File: config.mk
export PLATFORM = sky130hd
export DESIGN_NAME = mac_lane_array
export DESIGN_NICKNAME = d
export VERILOG_FILES = /design/src/rtl/mac_lane_pkg.sv /design/src/rtl/mac_operand.sv /design/src/rtl/mac_alu.sv /design/src/rtl/mac_pred.sv /design/src/rtl/mac_lane.sv /design/src/rtl/mac_lane_array.sv
export SDC_FILE = /design/constraint.sdc
export NUM_CORES = 2
export LEC_CHECK = 0
export BUFFER_PORTS_ARGS = -buffer_cell sky130_fd_sc_hd__clkbuf_2
export CORE_MARGIN = 3
export CORE_UTILIZATION = 50
export CTS_CLUSTER_DIAMETER = 120
export DETAILED_ROUTE_END_ITERATION = 12
export GPL_ROUTABILITY_DRIVEN = 0
export HOLD_SLACK_MARGIN = 0.15
export MAX_ROUTING_LAYER = met4
export PLACE_DENSITY = 0.66
export REMOVE_ABC_BUFFERS = 1
export SLEW_MARGIN = 40
export SYNTH_ARGS = -nofsm -noshare
export SYNTH_HDL_FRONTEND = slang
export SYNTH_HIERARCHICAL = 1
export SYNTH_SLANG_ARGS = --single-unit
File: constraint.sdc
create_clock -name clk -period 5.65 [get_ports clk]
set_clock_uncertainty 0.1 [all_clocks]
set_input_delay 1.13 -clock clk [delete_from_list [all_inputs] [get_ports clk]]
set_output_delay 1.13 -clock clk [all_outputs]
set_load 0.02 [all_outputs]
File: src/rtl/mac_lane_pkg.sv
package mac_lane_pkg;

  typedef enum logic [2:0] {
    OP_NOP = 3'd0,
    OP_MAC = 3'd1,
    OP_ADD = 3'd2,
    OP_SUB = 3'd3,
    OP_MIN = 3'd4,
    OP_MAX = 3'd5,
    OP_AND = 3'd6,
    OP_OR  = 3'd7
  } lane_op_e;

  typedef enum logic [1:0] {
    CMP_GT = 2'd0,
    CMP_EQ = 2'd1,
    CMP_LT = 2'd2,
    CMP_NE = 2'd3
  } pred_cmp_e;

endpackage

File: src/rtl/mac_operand.sv
module mac_operand #(
  parameter int BYTE_W = 8,
  parameter int OPD_W  = 2 * BYTE_W + 1
) (
  input  logic                    mode16_i,
  input  logic [BYTE_W-1:0]       lo_i,
  input  logic [BYTE_W-1:0]       hi_i,
  input  logic [BYTE_W-1:0]       zp_i,
  output logic signed [OPD_W-1:0] opd_o
);

  logic signed [BYTE_W:0] diff;

  always_comb begin
    diff = $signed({1'b0, lo_i}) - $signed({1'b0, zp_i});
    if (mode16_i) begin
      opd_o = {{(OPD_W - 2 * BYTE_W){hi_i[BYTE_W-1]}}, hi_i, lo_i};
    end else begin
      opd_o = {{(OPD_W - BYTE_W - 1){diff[BYTE_W]}}, diff};
    end
  end

endmodule

File: src/rtl/mac_alu.sv
module mac_alu
  import mac_lane_pkg::*;
#(
  parameter int ACC_W = 32,
  parameter int OPD_W = 17
) (
  input  lane_op_e                op_i,
  input  logic [ACC_W-1:0]        base_i,
  input  logic signed [OPD_W-1:0] act_i,
  input  logic signed [OPD_W-1:0] wgt_i,
  output logic [ACC_W-1:0]        res_o
);

  localparam int PROD_W = 2 * OPD_W;
  localparam int WIDE_W = ((PROD_W > ACC_W) ? PROD_W : ACC_W) + 2;
  localparam logic signed [WIDE_W-1:0] SAT_HI =
    {{(WIDE_W - ACC_W + 1){1'b0}}, {(ACC_W - 1){1'b1}}};
  localparam logic signed [WIDE_W-1:0] SAT_LO =
    {{(WIDE_W - ACC_W + 1){1'b1}}, {(ACC_W - 1){1'b0}}};

  logic signed [PROD_W-1:0] prod;
  logic signed [WIDE_W-1:0] base_w;
  logic signed [WIDE_W-1:0] act_w;
  logic signed [WIDE_W-1:0] prod_w;
  logic signed [WIDE_W-1:0] wide;
  logic [ACC_W-1:0]         act_acc;
  logic [ACC_W-1:0]         bits;

  always_comb begin
    prod    = act_i * wgt_i;
    base_w  = {{(WIDE_W - ACC_W){base_i[ACC_W-1]}}, base_i};
    act_w   = {{(WIDE_W - OPD_W){act_i[OPD_W-1]}}, act_i};
    prod_w  = {{(WIDE_W - PROD_W){prod[PROD_W-1]}}, prod};
    act_acc = {{(ACC_W - OPD_W){act_i[OPD_W-1]}}, act_i};
    bits    = '0;
    unique case (op_i)
      OP_NOP: wide = base_w;
      OP_MAC: wide = base_w + prod_w;
      OP_ADD: wide = base_w + act_w;
      OP_SUB: wide = base_w - act_w;
      OP_MIN: wide = (act_w < base_w) ? act_w : base_w;
      OP_MAX: wide = (act_w > base_w) ? act_w : base_w;
      OP_AND: begin
        bits = base_i & act_acc;
        wide = {{(WIDE_W - ACC_W){bits[ACC_W-1]}}, bits};
      end
      default: begin
        bits = base_i | act_acc;
        wide = {{(WIDE_W - ACC_W){bits[ACC_W-1]}}, bits};
      end
    endcase
  end

  always_comb begin
    if (wide > SAT_HI) begin
      res_o = {1'b0, {(ACC_W - 1){1'b1}}};
    end else if (wide < SAT_LO) begin
      res_o = {1'b1, {(ACC_W - 1){1'b0}}};
    end else begin
      res_o = wide[ACC_W-1:0];
    end
  end

endmodule

File: src/rtl/mac_pred.sv
module mac_pred
  import mac_lane_pkg::*;
#(
  parameter int ACC_W = 32,
  parameter int NPRED = 8,
  parameter int IDX_W = $clog2(NPRED)
) (
  input  logic             clk,
  input  logic             rst_n,
  input  logic [ACC_W-1:0] acc_i,
  input  logic             wr_i,
  input  logic [IDX_W-1:0] wr_idx_i,
  input  pred_cmp_e        cmp_i,
  input  logic             en_i,
  input  logic [IDX_W-1:0] sel_i,
  input  logic             neg_i,
  output logic             pass_o,
  output logic [NPRED-1:0] pred_o
);

  logic [NPRED-1:0] pred_q;
  logic [NPRED-1:0] pred_d;
  logic             is_neg;
  logic             is_zero;
  logic             cmp_res;

  always_comb begin
    is_neg  = acc_i[ACC_W-1];
    is_zero = (acc_i == '0);
    unique case (cmp_i)
      CMP_GT:  cmp_res = !is_neg && !is_zero;
      CMP_EQ:  cmp_res = is_zero;
      CMP_LT:  cmp_res = is_neg;
      default: cmp_res = !is_zero;
    endcase
  end

  always_comb begin
    pred_d = pred_q;
    if (wr_i) begin
      pred_d[wr_idx_i] = cmp_res;
    end
  end

  always_ff @(posedge clk or negedge rst_n) begin
    if (!rst_n) begin
      pred_q <= '0;
    end else if (wr_i) begin
      pred_q <= pred_d;
    end
  end

  assign pass_o = !en_i || (pred_q[sel_i] ^ neg_i);
  assign pred_o = pred_q;

endmodule

File: src/rtl/mac_lane.sv
module mac_lane
  import mac_lane_pkg::*;
#(
  parameter int ACC_W = 32,
  parameter int OPD_W = 17,
  parameter int NPRED = 8,
  parameter int IDX_W = $clog2(NPRED)
) (
  input  logic                    clk,
  input  logic                    rst_n,
  input  logic                    active_i,
  input  lane_op_e                op_i,
  input  logic                    clr_i,
  input  logic signed [OPD_W-1:0] act_i,
  input  logic signed [OPD_W-1:0] wgt_i,
  input  logic                    pred_wr_i,
  input  logic [IDX_W-1:0]        pred_wr_idx_i,
  input  pred_cmp_e               pred_cmp_i,
  input  logic                    pred_en_i,
  input  logic [IDX_W-1:0]        pred_sel_i,
  input  logic                    pred_neg_i,
  output logic [ACC_W-1:0]        acc_o,
  output logic [NPRED-1:0]        pred_o
);

  logic [ACC_W-1:0] acc_q;
  logic [ACC_W-1:0] acc_d;
  logic [ACC_W-1:0] base;
  logic [ACC_W-1:0] alu_res;
  logic             pass;
  logic             acc_en;

  mac_pred #(
    .ACC_W(ACC_W),
    .NPRED(NPRED),
    .IDX_W(IDX_W)
  ) u_pred (
    .clk      (clk),
    .rst_n    (rst_n),
    .acc_i    (acc_q),
    .wr_i     (pred_wr_i),
    .wr_idx_i (pred_wr_idx_i),
    .cmp_i    (pred_cmp_i),
    .en_i     (pred_en_i),
    .sel_i    (pred_sel_i),
    .neg_i    (pred_neg_i),
    .pass_o   (pass),
    .pred_o   (pred_o)
  );

  mac_alu #(
    .ACC_W(ACC_W),
    .OPD_W(OPD_W)
  ) u_alu (
    .op_i   (op_i),
    .base_i (base),
    .act_i  (act_i),
    .wgt_i  (wgt_i),
    .res_o  (alu_res)
  );

  always_comb begin
    base   = clr_i ? '0 : acc_q;
    acc_en = active_i && pass;
    acc_d  = alu_res;
  end

  always_ff @(posedge clk or negedge rst_n) begin
    if (!rst_n) begin
      acc_q <= '0;
    end else if (acc_en) begin
      acc_q <= acc_d;
    end
  end

  assign acc_o = acc_q;

endmodule

File: src/rtl/mac_lane_array.sv
module mac_lane_array
  import mac_lane_pkg::*;
#(
  parameter int LANES  = 4,
  parameter int BYTE_W = 8,
  parameter int ACC_W  = 32,
  parameter int NPRED  = 8
) (
  input  logic                      clk,
  input  logic                      rst_n,
  input  logic [2:0]                op_i,
  input  logic                      clr_i,
  input  logic                      mode16_i,
  input  logic                      src_fwd_i,
  input  logic [BYTE_W-1:0]         zp_act_i,
  input  logic [BYTE_W-1:0]         zp_wgt_i,
  input  logic [LANES*BYTE_W-1:0]   act_i,
  input  logic [LANES*BYTE_W-1:0]   fwd_i,
  input  logic [LANES*BYTE_W-1:0]   wgt_i,
  input  logic                      pred_wr_i,
  input  logic [$clog2(NPRED)-1:0]  pred_wr_idx_i,
  input  logic [1:0]                pred_cond_i,
  input  logic                      pred_en_i,
  input  logic [$clog2(NPRED)-1:0]  pred_sel_i,
  input  logic                      pred_neg_i,
  output logic [LANES*ACC_W-1:0]    acc_o
);

  localparam int OPD_W = 2 * BYTE_W + 1;
  localparam int IDX_W = $clog2(NPRED);

  logic rst_meta_n;
  logic rst_sync_n;

  always_ff @(posedge clk or negedge rst_n) begin
    if (!rst_n) begin
      rst_meta_n <= 1'b0;
      rst_sync_n <= 1'b0;
    end else begin
      rst_meta_n <= 1'b1;
      rst_sync_n <= rst_meta_n;
    end
  end

  lane_op_e  op_e;
  pred_cmp_e cmp_e;
  assign op_e  = lane_op_e'(op_i);
  assign cmp_e = pred_cmp_e'(pred_cond_i);

  logic [BYTE_W-1:0]       act_sel [LANES];
  logic [LANES*NPRED-1:0]  pred_all;

  for (genvar g = 0; g < LANES; g++) begin : g_lane
    localparam bit IS_EVEN = ((g % 2) == 0);

    logic [BYTE_W-1:0]       act_hi;
    logic [BYTE_W-1:0]       wgt_hi;
    logic                    active;
    logic signed [OPD_W-1:0] act_opd;
    logic signed [OPD_W-1:0] wgt_opd;

    assign act_sel[g] = src_fwd_i ? fwd_i[g*BYTE_W +: BYTE_W]
                                  : act_i[g*BYTE_W +: BYTE_W];

    if (IS_EVEN) begin : g_even
      assign act_hi = act_sel[g+1];
      assign wgt_hi = wgt_i[(g+1)*BYTE_W +: BYTE_W];
      assign active = 1'b1;
    end else begin : g_odd
      assign act_hi = '0;
      assign wgt_hi = '0;
      assign active = !mode16_i;
    end

    mac_operand #(
      .BYTE_W(BYTE_W),
      .OPD_W (OPD_W)
    ) u_act_opd (
      .mode16_i (mode16_i),
      .lo_i     (act_sel[g]),
      .hi_i     (act_hi),
      .zp_i     (zp_act_i),
      .opd_o    (act_opd)
    );

    mac_operand #(
      .BYTE_W(BYTE_W),
      .OPD_W (OPD_W)
    ) u_wgt_opd (
      .mode16_i (mode16_i),
      .lo_i     (wgt_i[g*BYTE_W +: BYTE_W]),
      .hi_i     (wgt_hi),
      .zp_i     (zp_wgt_i),
      .opd_o    (wgt_opd)
    );

    mac_lane #(
      .ACC_W(ACC_W),
      .OPD_W(OPD_W),
      .NPRED(NPRED),
      .IDX_W(IDX_W)
    ) u_lane (
      .clk           (clk),
      .rst_n         (rst_sync_n),
      .active_i      (active),
      .op_i          (op_e),
      .clr_i         (clr_i),
      .act_i         (act_opd),
      .wgt_i         (wgt_opd),
      .pred_wr_i     (pred_wr_i),
      .pred_wr_idx_i (pred_wr_idx_i),
      .pred_cmp_i    (cmp_e),
      .pred_en_i     (pred_en_i),
      .pred_sel_i    (pred_sel_i),
      .pred_neg_i    (pred_neg_i),
      .acc_o         (acc_o[g*ACC_W +: ACC_W]),
      .pred_o        (pred_all[g*NPRED +: NPRED])
    );
  end

endmodule

==> out/results.txt <==
Clock Sinks: 162
Worst R2R Setup Slack: -1930 ps
layout cells sized above 1: 28.8%
Num CTS Buffers: 17
failing checks: setup timing
Tmin final: 9780 ps
CTS hold repair buffers: 0
CP Launch Type: primary input
Crit path required time: 6030 ps
Primary FF master, synth: dfrtp_1
# nets final: 15,800
row cnt: 154
critical path fanouts, max: 6
Max Slew Vio Count: 0
crit path max-delay cell type: a211oi_1
die height: 430 um
Post-synth EDFFs: 0
CTS tree: done
placed wire-length estimate: 277,000 um
unrepaired setup endpoints after global routing: true
R2R cell count: 27
Reg-to-Reg End: g_lane[0].u_lane/acc_o[28]$_DFFE_PN0P_
syn_area_per_cell: 8.21 sq um
largest net degree at the start of global routing: 93
final hold slack: 225 ps
Avg WL per Cell: 21.8 um
CP Capture Type: register
clk root buf: clkbuf_16
GRT Overall Usage: 36.3%
most frequent cells in the layout: buf_4 (2,435), inv_1 (2,036), fa_1 (1,337)
area grow syn2layout: 30.9%
Max stage delay on crit path: 700 ps
Worst-Margin Slew: 950 ps
commonest non-fill, non-tap cell in the layout: buf_4
die area: 185,000 sq um
Via-to-Cell Ratio: 5.77
# IOs: 259
Arrival @ worst endpoint: 10,160 ps
max-cap violation count: 0
Clock Path Buffers: 2
synth unique cells: 135
IO Port Bufs: 258
Synth Warn #: 6
1st-iter DRT viols: 9,464
H-tree levels: 4
Starting Density: 50.6%
ys async rst share: 100%
Core Area: 177,000 sq um
die width: 430 um
final period utilization: 173%
detailed-route via count: 91,100
number of global-route vias before repair: 93,600
ANT nets after route: 0
global-route wire length before repair: 515,000 um
Crit Path Class: primary input to register
Worst Setup Slack, final: -4130 ps
setup violators final: 128
aggregate global routing overflow: 0
min-delay worst type: primary input to asynchronous set/reset pin
relative slew slack: 36.6%
Seq/Total Area, Yosys: 4.51%
Synth Register Bits: 162
Post-Route WL: 344,000 um
Reg clk slew, reported paths: 100 ps
status: finished, violations left
post-route DRC violation count: 0
Clock Latency Late Sink: 600 ps
Synth Cell Area: 89,900 sq um
Initial DRT Pass Iterations: 9
Max Clk Rate: 102 MHz
Final Hold Viols: 0
antenna violations before repair: 23
post-synthesis cell count: 10,900
worst flop-to-flop path startpoint: g_lane[0].u_lane/acc_o[17]$_DFFE_PN0P_
-- critical path, delay by kind of cell --
| kind | cells | cell delay, ps |
|---|---|---|
| muxes | 2 | 660 |
| buffers and inverters | 15 | 1880 |
| adders and majority gates | 8 | 3530 |
| and+or+nand+nor | 3 | 460 |
| AOI/OAI and AO/OA | 10 | 2180 |
| xor gates and xnor gates | 1 | 280 |
-- final cells by class --
type | instances | area, sq um
Multi-Input combinational cell | 8205 | 78800
Clock inverter | 15 | 213
Sequential cell | 162 | 4060
Timing Repair Buffer | 2908 | 23300
Fill cell | 14100 | 59800
Timing Repair inverter | 1 | 7.51
Tap cell | 2340 | 2930
Antenna cell | 23 | 57.6
Inverter | 2097 | 7900
Clock buffer | 17 | 425
-- cells by family after synthesis --
| kind of cell | count (synthesis) | synth area share [%] |
|---|---|---|
| compound gates | 2302 | 17.0 |
| other cells | 2 | 0.00836 |
| buf+inv | 2616 | 11.5 |
| mux | 270 | 4.06 |
| fa+ha+maj | 2256 | 43.0 |
| simple gates | 3043 | 17.1 |
| flops | 162 | 4.51 |
| xor+xnor | 295 | 2.88 |
-- layer usage --
metal	vias up	track usage [%]	part of all wire [%]	wire length [um]
met5	-	-	0	0
met2	4619	56.1	45	155000
met3	1401	7.40	9.2	31700
li1	40400	-	-	-
met4	0	25.0	8.8	30200
met1	44600	42.6	37	127000
-- cell usage after synthesis (all sizes together), types with 22 or more instances --
| cell type | count | area (sq um) |
|---|---|---|
| inv | 2094 | 7860 |
| fa | 1392 | 27900 |
| nand2 | 1036 | 3930 |
| ha | 864 | 10800 |
| o21ai | 653 | 3350 |
| a21oi | 621 | 3270 |
| and2 | 618 | 3870 |
| nor2 | 559 | 2120 |
| clkbuf | 376 | 1410 |
| nor2b | 215 | 1410 |
| xnor2 | 211 | 1850 |
| mux2 | 179 | 2610 |
| dfrtp | 162 | 4050 |
| buf | 143 | 1020 |
| a211oi | 117 | 893 |
| nor3 | 116 | 591 |
| o31ai | 114 | 986 |
| a21o | 95 | 713 |
| nand3 | 90 | 460 |
| xor2 | 84 | 736 |
| mux2i | 81 | 811 |
| nor4 | 79 | 631 |
| nand2b | 74 | 463 |
| o22ai | 69 | 438 |
| and3 | 58 | 373 |
| o211ai | 54 | 429 |
| nand4 | 52 | 344 |
| a221oi | 51 | 512 |
| o21bai | 49 | 379 |
| a31oi | 47 | 300 |
| a22o | 36 | 315 |
| o221ai | 35 | 313 |
| a211o | 34 | 298 |
| o21a | 34 | 257 |
| a21boi | 31 | 244 |
| o211a | 31 | 318 |
| a2111oi | 30 | 325 |
| o311ai | 27 | 251 |
| or3 | 25 | 166 |
| or2 | 23 | 146 |
| a221o | 22 | 220 |
| nor3b | 22 | 165 |
-- state kept, by name, indices dropped and copies added, names as in the netlist --
signal and flops:
g_lane.u_lane/acc_o 128, g_lane.u_lane/u_pred/pred_o 32, rst_meta_n 1, rst_sync_n 1
-- worst max-delay path by stage --
stage / from / endpoint / cells past startpoint
2_1_floorplan: src_fwd_i / g_lane[0].u_lane/acc_o[18]$_DFFE_PN0P_ / 31
3_3_place_gp: src_fwd_i / g_lane[3].u_lane/acc_o[5]$_DFFE_PN0P_ / 39
3_5_place_dp: src_fwd_i / g_lane[3].u_lane/acc_o[1]$_DFFE_PN0P_ / 39
4_1_cts: src_fwd_i / g_lane[0].u_lane/acc_o[28]$_DFFE_PN0P_ / 37
5_1_grt: src_fwd_i / g_lane[0].u_lane/acc_o[28]$_DFFE_PN0P_ / 41
6_report: src_fwd_i / g_lane[3].u_lane/acc_o[22]$_DFFE_PN0P_ / 39
-- per-stage QoR --
| stage | util (%) | instances | setup WS [ps] | setup TNS (ps) | instance area (sq um) |
|---|---|---|---|---|---|
| 6_report | 66.3 | 15800 | -4130 | -503120 | 118000 |
| 5_1_grt | 66.3 | 15800 | -4330 | -529280 | 118000 |
| 3_3_place_gp | 62.9 | 15500 | -4500 | -558290 | 112000 |
| 2_1_floorplan | - | 10500 | -7710 | -912310 | 87500 |
| 4_1_cts | 63.4 | 15600 | -3910 | -485000 | 113000 |
| 3_5_place_dp | 62.9 | 15500 | -4800 | -582670 | 112000 |
-- repair_timing --
| action | in CTS | in global routing |
|---|---|---|
| cloned | 4 | 27 |
| pin swaps | 18 | 395 |
| setup endpoints to repair | 128 | 128 |
| resized for setup | 50 | 748 |
| buffers inserted | 11 | 141 |
Power is not shown: default switching activity piles up to over one toggle a cycle in this logic, so the estimate is an artifact.
